### src/rtl/nts_pkg.sv
package nts_pkg;
   localparam int NTS_LANES   = 6;
   localparam int NTS_UNGATED = 1;

   // width of a phase counter covering p cycles (at least one bit)
   function automatic int cnt_w(input int p);
      return (p > 1) ? $clog2(p) : 1;
   endfunction
endpackage

### src/rtl/nts_phase.sv
module nts_phase #(
   parameter int P  = 4,
   parameter int CW = nts_pkg::cnt_w(P)
) (
   input  logic          i_clk,
   input  logic          i_rst,
   output logic [CW-1:0] o_cnt,
   output logic          o_take
);
   localparam logic [CW-1:0] LAST = CW'(P - 1);

   logic [CW-1:0] cnt_q;

   always_ff @(posedge i_clk) begin
      if (i_rst)              cnt_q <= '0;
      else if (cnt_q == LAST) cnt_q <= '0;
      else                    cnt_q <= cnt_q + 1'b1;
   end

   assign o_cnt  = cnt_q;
   assign o_take = (cnt_q == '0);

   // take strobe returns after the last phase of each period
   a_r1_take_return: assert property (@(posedge i_clk) disable iff (i_rst)
      (cnt_q == LAST) |=> o_take);

   if (P > 1) begin : g_gap
      // no two takes back to back when a period spans several cycles
      a_r1_take_gap: assert property (@(posedge i_clk) disable iff (i_rst)
         o_take |=> !o_take);
   end
endmodule

### src/rtl/nts_hold2.sv
module nts_hold2 #(
   parameter int W = 8
) (
   input  logic         i_clk,
   input  logic         i_rst,
   input  logic         i_load,
   input  logic [W-1:0] i_d,
   output logic [W-1:0] o_q
);
   logic [W-1:0] s1_q, s2_q;

   always_ff @(posedge i_clk) begin
      if (i_rst) begin
         s1_q <= '0;
         s2_q <= '0;
      end else if (i_load) begin
         s1_q <= i_d;
         s2_q <= s1_q;
      end
   end

   assign o_q = s2_q;
endmodule

### src/rtl/nts_lane.sv
module nts_lane #(
   parameter int R        = 8,
   parameter int CW       = 2,
   parameter bit INIT     = 1'b0,
   parameter bit GATED    = 1'b0,
   parameter bit TRI_WE   = 1'b0,
   parameter bit TRI_INIT = 1'b1
) (
   input  logic          i_clk,
   input  logic          i_rst_g,
   input  logic          i_rst,
   input  logic          i_first,
   input  logic [CW-1:0] i_cnt,
   input  logic [R-1:0]  i_word,
   input  logic          i_en,
   input  logic          i_tri,
   output logic [1:0]    o_data,
   output logic [1:0]    o_tri
);
   logic [1:0] pair;
   logic [1:0] tri_n;
   logic       gate;
   logic [1:0] data_q, tri_q;

   if (R == 2) begin : g_direct
      assign pair = i_word;
   end else begin : g_shift
      logic [R-1:0] sreg_q;
      always_ff @(posedge i_clk) begin
         if (i_rst)        sreg_q <= '0;
         else if (i_first) sreg_q <= i_word;
      end
      assign pair = i_first ? i_word[1:0] : sreg_q[{i_cnt, 1'b0} +: 2];
   end

   assign gate  = GATED && !i_en;
   assign tri_n = TRI_WE ? {2{~i_en}} : {2{i_tri}};

   always_ff @(posedge i_clk) begin
      if (i_rst) begin
         data_q <= {2{INIT}};
         tri_q  <= {2{TRI_INIT}};
      end else begin
         data_q <= gate ? {2{INIT}} : pair;
         tri_q  <= tri_n;
      end
   end

   assign o_data = data_q;
   assign o_tri  = tri_q;

   // a lane-only reset forces the initial data value
   a_r7_lane_init: assert property (@(posedge i_clk) disable iff (i_rst_g)
      i_rst |=> (o_data == {2{INIT}}));
   // a lane-only reset forces the tristate initial value
   a_r8_tri_init: assert property (@(posedge i_clk) disable iff (i_rst_g)
      i_rst |=> (o_tri == {2{TRI_INIT}}));

   if (GATED) begin : g_gate_chk
      // an inactive enable holds a gated lane at its initial value
      a_r9_gate_hold: assert property (@(posedge i_clk) disable iff (i_rst_g)
         (!i_rst && !i_en) |=> (o_data == {2{INIT}}));
   end
   if (TRI_WE) begin : g_we_chk
      // enable-driven tristate is the inverse of the enable bit
      a_r5_we_tri: assert property (@(posedge i_clk) disable iff (i_rst_g)
         !i_rst |=> (o_tri == {2{~$past(i_en)}}));
   end
endmodule

### src/rtl/nts_nibble_ser.sv
module nts_nibble_ser
   import nts_pkg::*;
#(
   parameter int               RATIO        = 8,
   parameter int               LANES        = NTS_LANES,
   parameter logic [LANES-1:0] TRI_FROM_WE  = '0,
   parameter bit               GATE_EN      = 1'b0,
   parameter logic [LANES-1:0] INIT_VAL     = '0,
   parameter bit               TRI_INIT     = 1'b1,
   parameter int               UNGATED_LANE = NTS_UNGATED
) (
   input  logic                   i_clk,
   input  logic                   i_rst,
   input  logic [LANES-1:0]       i_lane_rst,
   input  logic [LANES*RATIO-1:0] i_word,
   input  logic [RATIO/2-1:0]     i_wren,
   input  logic [LANES-1:0]       i_tri,
   output logic                   o_take,
   output logic [2*LANES-1:0]     o_data,
   output logic [2*LANES-1:0]     o_tri
);
   localparam int P  = RATIO / 2;
   localparam int CW = cnt_w(P);

   // elaboration-time configuration checks
   if (!(RATIO == 2 || RATIO == 4 || RATIO == 8)) begin : g_bad_ratio
      $error("nts_nibble_ser: RATIO must be 2, 4 or 8");
   end
   if (RATIO == 2 && (|TRI_FROM_WE)) begin : g_bad_tri_r6
      $error("nts_nibble_ser: R6 enable-driven tristate is illegal at ratio 2");
   end
   if (UNGATED_LANE >= LANES) begin : g_bad_ungated
      $error("nts_nibble_ser: UNGATED_LANE out of range");
   end

   logic [CW-1:0]          cnt;
   logic                   take;
   logic [LANES*RATIO-1:0] words_h2;
   logic [P-1:0]           we_h2;
   logic                   en_bit;

   nts_phase #(.P(P), .CW(CW)) phase_i (
      .i_clk (i_clk),
      .i_rst (i_rst),
      .o_cnt (cnt),
      .o_take(take)
   );

   nts_hold2 #(.W(LANES*RATIO)) word_hold_i (
      .i_clk (i_clk),
      .i_rst (i_rst),
      .i_load(take),
      .i_d   (i_word),
      .o_q   (words_h2)
   );

   nts_hold2 #(.W(P)) we_hold_i (
      .i_clk (i_clk),
      .i_rst (i_rst),
      .i_load(take),
      .i_d   (i_wren),
      .o_q   (we_h2)
   );

   if (P == 1) begin : g_en_direct
      assign en_bit = we_h2[0];
   end else begin : g_en_shift
      logic [P-1:0] we_sreg_q;
      always_ff @(posedge i_clk) begin
         if (i_rst)     we_sreg_q <= '0;
         else if (take) we_sreg_q <= we_h2;
      end
      assign en_bit = take ? we_h2[0] : we_sreg_q[cnt];
   end

   for (genvar l = 0; l < LANES; l++) begin : g_lane
      nts_lane #(
         .R       (RATIO),
         .CW      (CW),
         .INIT    (INIT_VAL[l]),
         .GATED   (GATE_EN && (l != UNGATED_LANE)),
         .TRI_WE  (TRI_FROM_WE[l]),
         .TRI_INIT(TRI_INIT)
      ) lane_i (
         .i_clk  (i_clk),
         .i_rst_g(i_rst),
         .i_rst  (i_rst | i_lane_rst[l]),
         .i_first(take),
         .i_cnt  (cnt),
         .i_word (words_h2[l*RATIO +: RATIO]),
         .i_en   (en_bit),
         .i_tri  (i_tri[l]),
         .o_data (o_data[2*l +: 2]),
         .o_tri  (o_tri[2*l +: 2])
      );
   end

   assign o_take = take;

   // the ungated lane follows its data even while the enable is low
   a_r10_ungated_moves: assert property (@(posedge i_clk) disable iff (i_rst)
      (!en_bit && !i_lane_rst[UNGATED_LANE] && take)
         |=> (o_data[2*UNGATED_LANE +: 2] == $past(words_h2[UNGATED_LANE*RATIO +: 2])));
endmodule

### config.mk
export PLATFORM = sky130hd
export DESIGN_NAME = nts_nibble_ser
export DESIGN_NICKNAME = d
export VERILOG_FILES = /design/src/rtl/nts_pkg.sv /design/src/rtl/nts_phase.sv /design/src/rtl/nts_hold2.sv /design/src/rtl/nts_lane.sv /design/src/rtl/nts_nibble_ser.sv
export SDC_FILE = /design/constraint.sdc
export NUM_CORES = 1
export LEC_CHECK = 0
export BUFFER_PORTS_ARGS = -buffer_cell sky130_fd_sc_hd__buf_2
export CAP_MARGIN = 5
export CORE_UTILIZATION = 35
export DETAILED_ROUTE_END_ITERATION = 12
export SLEW_MARGIN = 10
export SYNTH_ARGS = -nofsm -noshare
export SYNTH_HDL_FRONTEND = slang
export SYNTH_SLANG_ARGS = --single-unit
### constraint.sdc
create_clock -name i_clk -period 2.1 [get_ports i_clk]
set_input_delay 0.42 -clock i_clk [delete_from_list [all_inputs] [get_ports i_clk]]
set_output_delay 0.42 -clock i_clk [all_outputs]
set_load 0.02 [all_outputs]
==> results of run 1 <==
-- report_power, final --
group	internal [mW]	leakage [nW]	total (mW)	switching [mW]
logic	0.533	1.64	1.06	0.531
registers	3.31	1.34	3.41	0.102
clock network	1.99	0.299	3.15	1.17
-- worst max-delay path by stage --
stage	slack, ns	cells past startpoint	to
after global routing	0.12	3	o_take
after floorplan	0.30	9	g_lane[0].lane_i.g_shift.sreg_q[2]
after global placement	0.55	5	word_hold_i.o_q[20]
after detailed placement	0.53	3	word_hold_i.s1_q[40]
after CTS	0.16	3	o_take
final	0.20	3	o_take
-- flip-flops by register name, summed over array words and instances (netlist names) --
register                      cells
word_hold_i.s1_q                 48
g_lane.lane_i.g_shift.sreg_q     48
g_lane.lane_i.o_data             12
phase_i.o_cnt                     2
word_hold_i.o_q                  48
g_lane.lane_i.o_tri               6
-- cells in the final DEF (no fill, tap or decap), drive strengths merged, types with 6 or more instances in the layout --
cell / synthesis / final
dfxtp: 164 / 164
mux2i: 132 / 132
nor2: 132 / 132
buf: 29 / 102
nand2b: 24 / 24
a21oi: 24 / 24
clkbuf: 17 / 23
nand2: 12 / 12
mux4: 12 / 12
or2: 6 / 6
or3: 6 / 6
-- worst reg2reg max path, cell delays in order (launching register included) --
cell,delay [ns]
dfxtp_1,0.31
inv_1,0.09
ha_4,0.43
buf_4,0.32
mux2i_1,0.24
nor2_1,0.05
-- stage by stage --
step | utilization [%] | hold WS (ns) | setup slack [ns] | total power [mW]
finish | 43.71 | 0.1769 | 0.1957 | 7.630
global route | 43.71 | 0.1617 | 0.1214 | 7.978
CTS | 43.71 | 0.1568 | 0.1594 | 7.740
detailed placement | 40.05 | 0.4615 | 0.5302 | 4.553
global placement | 40.05 | 0.4552 | 0.5525 | 4.520
floorplan | - | 0.4457 | 0.2959 | 4.286
-- final cells by class --
cell class / count / area [sq um]
well taps: 220 / 275.3
flip-flops and latches: 164 / 3283
repair buffers: 102 / 615.6
inverters: 2 / 7.507
multi-input cells: 352 / 2531
clock inverters: 9 / 125.1
fillers: 1611 / 9434
clock buffers: 23 / 488.0
-- cells in the mapped netlist (all sizes together) (2+ instances only) --
| cell | n |
|---|---|
| nor2 | 132 |
| buf | 29 |
| nand2b | 24 |
| or3 | 6 |
| a21oi | 24 |
| ha | 2 |
| clkbuf | 17 |
| mux2i | 132 |
| inv | 2 |
| or2 | 6 |
| mux4 | 12 |
| dfxtp | 164 |
| nand2 | 12 |
-- metal layers --
layer	part of all wire (%)	GRT usage, %	routed length (microns)
met4	2.0	6.503	218
met5	0	0	0
met1	49	16.54	5384
met2	46	20.98	5067
met3	3.5	3.893	390
-- logic make-up (layout without fill, tap and decap cells) --
logic type	Yosys count	count (layout)	share of synthesized area, %
AOI/OAI and AO/OA	24	24	1.976
adders and majority gates	2	2	0.4115
buffers and inverters	48	136	4.569
DFF	164	164	54.00
muxes	144	144	26.24
and+or+nand+nor	182	182	12.80
==> results.ini, run 1 <==
[clock_network]
cts.clk_slew.worst_paths_ns = 0.06
post-cts-setup-buffers = 0
cts_root_buf = clkbuf_16
numClockSinks = 164
h-tree-depth = 4
insertion_delay_ns = 0.43
cts_inserted_buffers = 17
cts_tree = built
ctsHoldBuffers = 0
cts_resized = 0
clk_path_buf_depth = 2

[die]
initial_core_util_pct = 36.27
rows = 47
num_io_pins = 91
fp.coreArea_sq_um = 16760
dieHeight_microns = 133.8
die_area_sq_um = 17900
die_w_microns = 133.8

[synthesis]
synthArstFlopShare_pct = 0
synth_edf_count = 0
yosys_register_bits = 164
netlist_instances = 564
yosysWarnings = 0
synth_area_leaders = dfxtp_1, mux2i_1, nor2_1
synth_top_area_share_pct = 54.00
ys_seq_area_share_pct = 54.00
ys_types = 19
synth.largest_area_cell = dfxtp_1
netlist_area_sq_um = 6080
synth_flop_cell = dfxtp_1
synth_area_per_cell_sq_um = 10.78
syn-num-nets = 632

[cells_and_area]
drive_gt1_share_pct = 23.01
area_delta_synth_final_pct = 20.50
finalInstanceArea_sq_um = 7326
nNetsFinal = 707
layout.cells.non_filler = 872
antenna_cells = 0

[routing]
drtIter0Drc = 145
vias = 3968
vias_per_cell = 4.550
ant_nets = 0
dr.pass1.iters = 4
routed_wl_microns = 11060
wl_per_cell_microns = 12.68
remaining_drc_errors = 0

[timing]
worstMarginPinSlew_ns = 0.6660
grt_setup_unrepaired = no
setup_tns_ns = 0
fin_skew_ns = 0.01445
relSlewSlack_pct = 55.60
fin_crit_sh_pct = 90.68
slew_viol_final = 0
fin_crit_ns = 1.904
setup_viol = 0
fmax_mhz = 525.1
final_hold_viol_count = 0

[placed_design]
dp_hpwl_microns = 7349
io_buffer_count = 86
place_congestion = 0.7168
dpl-instance-area_sq_um = 6713
dp_cells = 840

[setup_path]
path_class = register to output port
rr_worst_depth = 5
path_cells = inv_1 > ha_4 > buf_2
critPathCaptureType = output port
r2r_end = word_hold_i.o_q[20]
worstReg2RegStart = phase_i.o_cnt[0]
critPathLaunchType = register
slowest_delay_ns = 0.43
worst-endpoint-required_ns = 1.68
arrival_ns = 1.48
regToRegSetupSlack_ns = 0.52
path_buf_inv = 2
crit_fanout = 20
crit_path_top_delay_cell = ha_4
startpoint = phase_i.o_cnt[0]
cp_top_family = adder cells

[pwr]
p_per_area_nw_per_um2 = 1041
leakage_nw = 3.277
ir_drop_uv = 572.1

[min_path]
hold_class = input pin to register
min_from = i_tri[4]
min_to = g_lane[4].lane_i.o_tri[0]
whs_path_depth = 2

[job]
maxCapViolCount = 0

[grt]
grt_pass1_vias = 3958
track_usage_pct = 13.29
grt_pass1_wl_microns = 18650
antenna_found_initial = 0
grt_overflow = 0
grt_max_degree = 64

[status]
status = finished, final reports clean

Note: power is estimated with default switching activity, not from simulation.
==> run 2, diff against run 1 <==
--- a/config.mk
+++ b/config.mk
@@ -7,6 +7,7 @@
 export LEC_CHECK = 0
 export BUFFER_PORTS_ARGS = -buffer_cell sky130_fd_sc_hd__buf_2
 export CAP_MARGIN = 5
+export CORE_ASPECT_RATIO = 1.1
 export CORE_UTILIZATION = 35
 export DETAILED_ROUTE_END_ITERATION = 12
 export SLEW_MARGIN = 10
==> run 2 against run 1 <==
- count of clock-buffer cells in the layout down 2
- highest routed layer unchanged
- setup slack better by 0.087 ns
- sequential cell count unchanged
- via count up 0.20%
- routed wire length down 1.1%
- non-clock buffer count down 5
- largest cell class unchanged
- critical path type unchanged
- critical endpoint unchanged
==> results.ini, run 2 (same netlist as run 1, synthesis figures left out) <==
[die]
fp.coreArea_sq_um = 17020
die_w_microns = 127.7
die_area_sq_um = 17900
num_io_pins = 91
initial_core_util_pct = 35.73
rows = 50
dieHeight_microns = 140.2

[clock_network]
numClockSinks = 164
cts_tree = built
h-tree-depth = 4
insertion_delay_ns = 0.42
cts.clk_slew.worst_paths_ns = 0.06
post-cts-setup-buffers = 0
cts_resized = 0
cts_root_buf = clkbuf_16
clk_path_buf_depth = 2
cts_inserted_buffers = 17
ctsHoldBuffers = 0

[setup_path]
cp-endpoint = o_take
critPathLaunchType = register
worst-endpoint-required_ns = 1.68
crit_fanout = 14
path_buf_inv = 2
rr_worst_depth = 4
critPathCaptureType = output port
slowest_delay_ns = 0.35
regToRegSetupSlack_ns = 0.57
crit_cells = 3
worstReg2RegStart = phase_i.o_cnt[0]
path_class = register to output port
r2r_end = g_lane[1].lane_i.o_data[1]
cp_top_family = flip-flops
startpoint = phase_i.o_cnt[0]
crit_path_top_delay_cell = dfxtp_1
arrival_ns = 1.40
path_cells = inv_1 > ha_4 > buf_2

[cells_and_area]
antenna_cells = 0
final_common_cell = dfxtp_1
drive_gt1_share_pct = 22.57
nNetsFinal = 702
fill_cells = 1637
area_delta_synth_final_pct = 20.68
layout.cells.most_common_list = dfxtp_1, mux2i_1, nor2_1
finalInstanceArea_sq_um = 7337

[placed_design]
dpl-instance-area_sq_um = 6668
place_congestion = 0.7229
io_buffer_count = 86
dp_hpwl_microns = 7202

[timing]
fin_crit_sh_pct = 86.56
final_hold_viol_count = 0
worstMarginPinSlew_ns = 0.5888
fin_crit_ns = 1.818
fmax_mhz = 550.2
grt_setup_unrepaired = no
setup_viol = 0
setup_tns_ns = 0
fin_skew_ns = 0.006720
relSlewSlack_pct = 60.74
slew_viol_final = 0

[routing]
routed_wl_microns = 10940
drtIter0Drc = 124
wl_per_cell_microns = 12.42
vias_per_cell = 4.513
dr.pass1.iters = 4
remaining_drc_errors = 0
vias = 3976
ant_nets = 0

[pwr]
leakage_nw = 3.261
ir_drop_uv = 520.8
p_per_area_nw_per_um2 = 1072

[grt]
grt_max_degree = 56
grt_pass1_wl_microns = 18480
grt_overflow = 0
antenna_found_initial = 0
track_usage_pct = 13.25
grt_pass1_vias = 3947

[min_path]
whs_path_depth = 2
hold_class = input pin to register

[job]
maxCapViolCount = 0

[status]
status = finished, final reports clean

## run 2: where the power goes
group | leakage, nW | internal, mW | switching, mW
logic | 1.61 | 0.496 | 0.518
clock network | 0.316 | 2.21 | 1.23
registers | 1.34 | 3.31 | 0.100
total | 3.26 | 6.01 | 1.85
## run 2: routing by layer
| layer | global-route usage (%) | up-vias | share of wire [%] |
|---|---|---|---|
| met5 | 0 | - | 0 |
| met2 | 22.38 | 69 | 47 |
| met1 | 15.28 | 1859 | 47 |
| li1 | - | 2029 | - |
| met3 | 3.438 | 19 | 3.5 |
| met4 | 7.245 | 0 | 2.5 |
## run 2: cell type report
class | count | area [sq um] | share of cell area (%)
Sequential cell | 164 | 3283 | 44.75
Multi-Input combinational cell | 352 | 2531 | 34.50
Timing Repair Buffer | 97 | 553.0 | 7.538
Clock buffer | 21 | 470.5 | 6.412
Tap cell | 234 | 292.8 | 3.990
Clock inverter | 11 | 198.9 | 2.711
Inverter | 2 | 7.507 | 0.1023
## run 2: stage by stage
| stage | utilization [%] | hold slack, ns | worst slack, ns | instances | total power [mW] |
|---|---|---|---|---|---|
| floorplan | - | 0.4457 | 0.2959 | 564 | 4.286 |
| global placement | 39.18 | 0.4553 | 0.5648 | 849 | 4.476 |
| detailed placement | 39.18 | 0.4617 | 0.5518 | 849 | 4.506 |
| CTS | 43.12 | 0.1442 | 0.2428 | 881 | 7.977 |
| global route | 43.12 | 0.1625 | 0.1984 | 881 | 8.217 |
| finish | 43.12 | 0.1686 | 0.2823 | 881 | 7.865 |
## run 2: how the worst min path moves through the flow
stage / from / to / slack [ns]
after floorplan: g_lane[3].lane_i.g_shift.sreg_q[1] / g_lane[3].lane_i.g_shift.sreg_q[1] / 0.45
after global placement: g_lane[2].lane_i.g_shift.sreg_q[1] / g_lane[2].lane_i.g_shift.sreg_q[1] / 0.46
after detailed placement: g_lane[1].lane_i.g_shift.sreg_q[0] / g_lane[1].lane_i.g_shift.sreg_q[0] / 0.46
after CTS: i_tri[4] / g_lane[4].lane_i.o_tri[0] / 0.14
after global routing: i_tri[5] / g_lane[5].lane_i.o_tri[0] / 0.16
final: i_tri[4] / g_lane[4].lane_i.o_tri[0] / 0.17
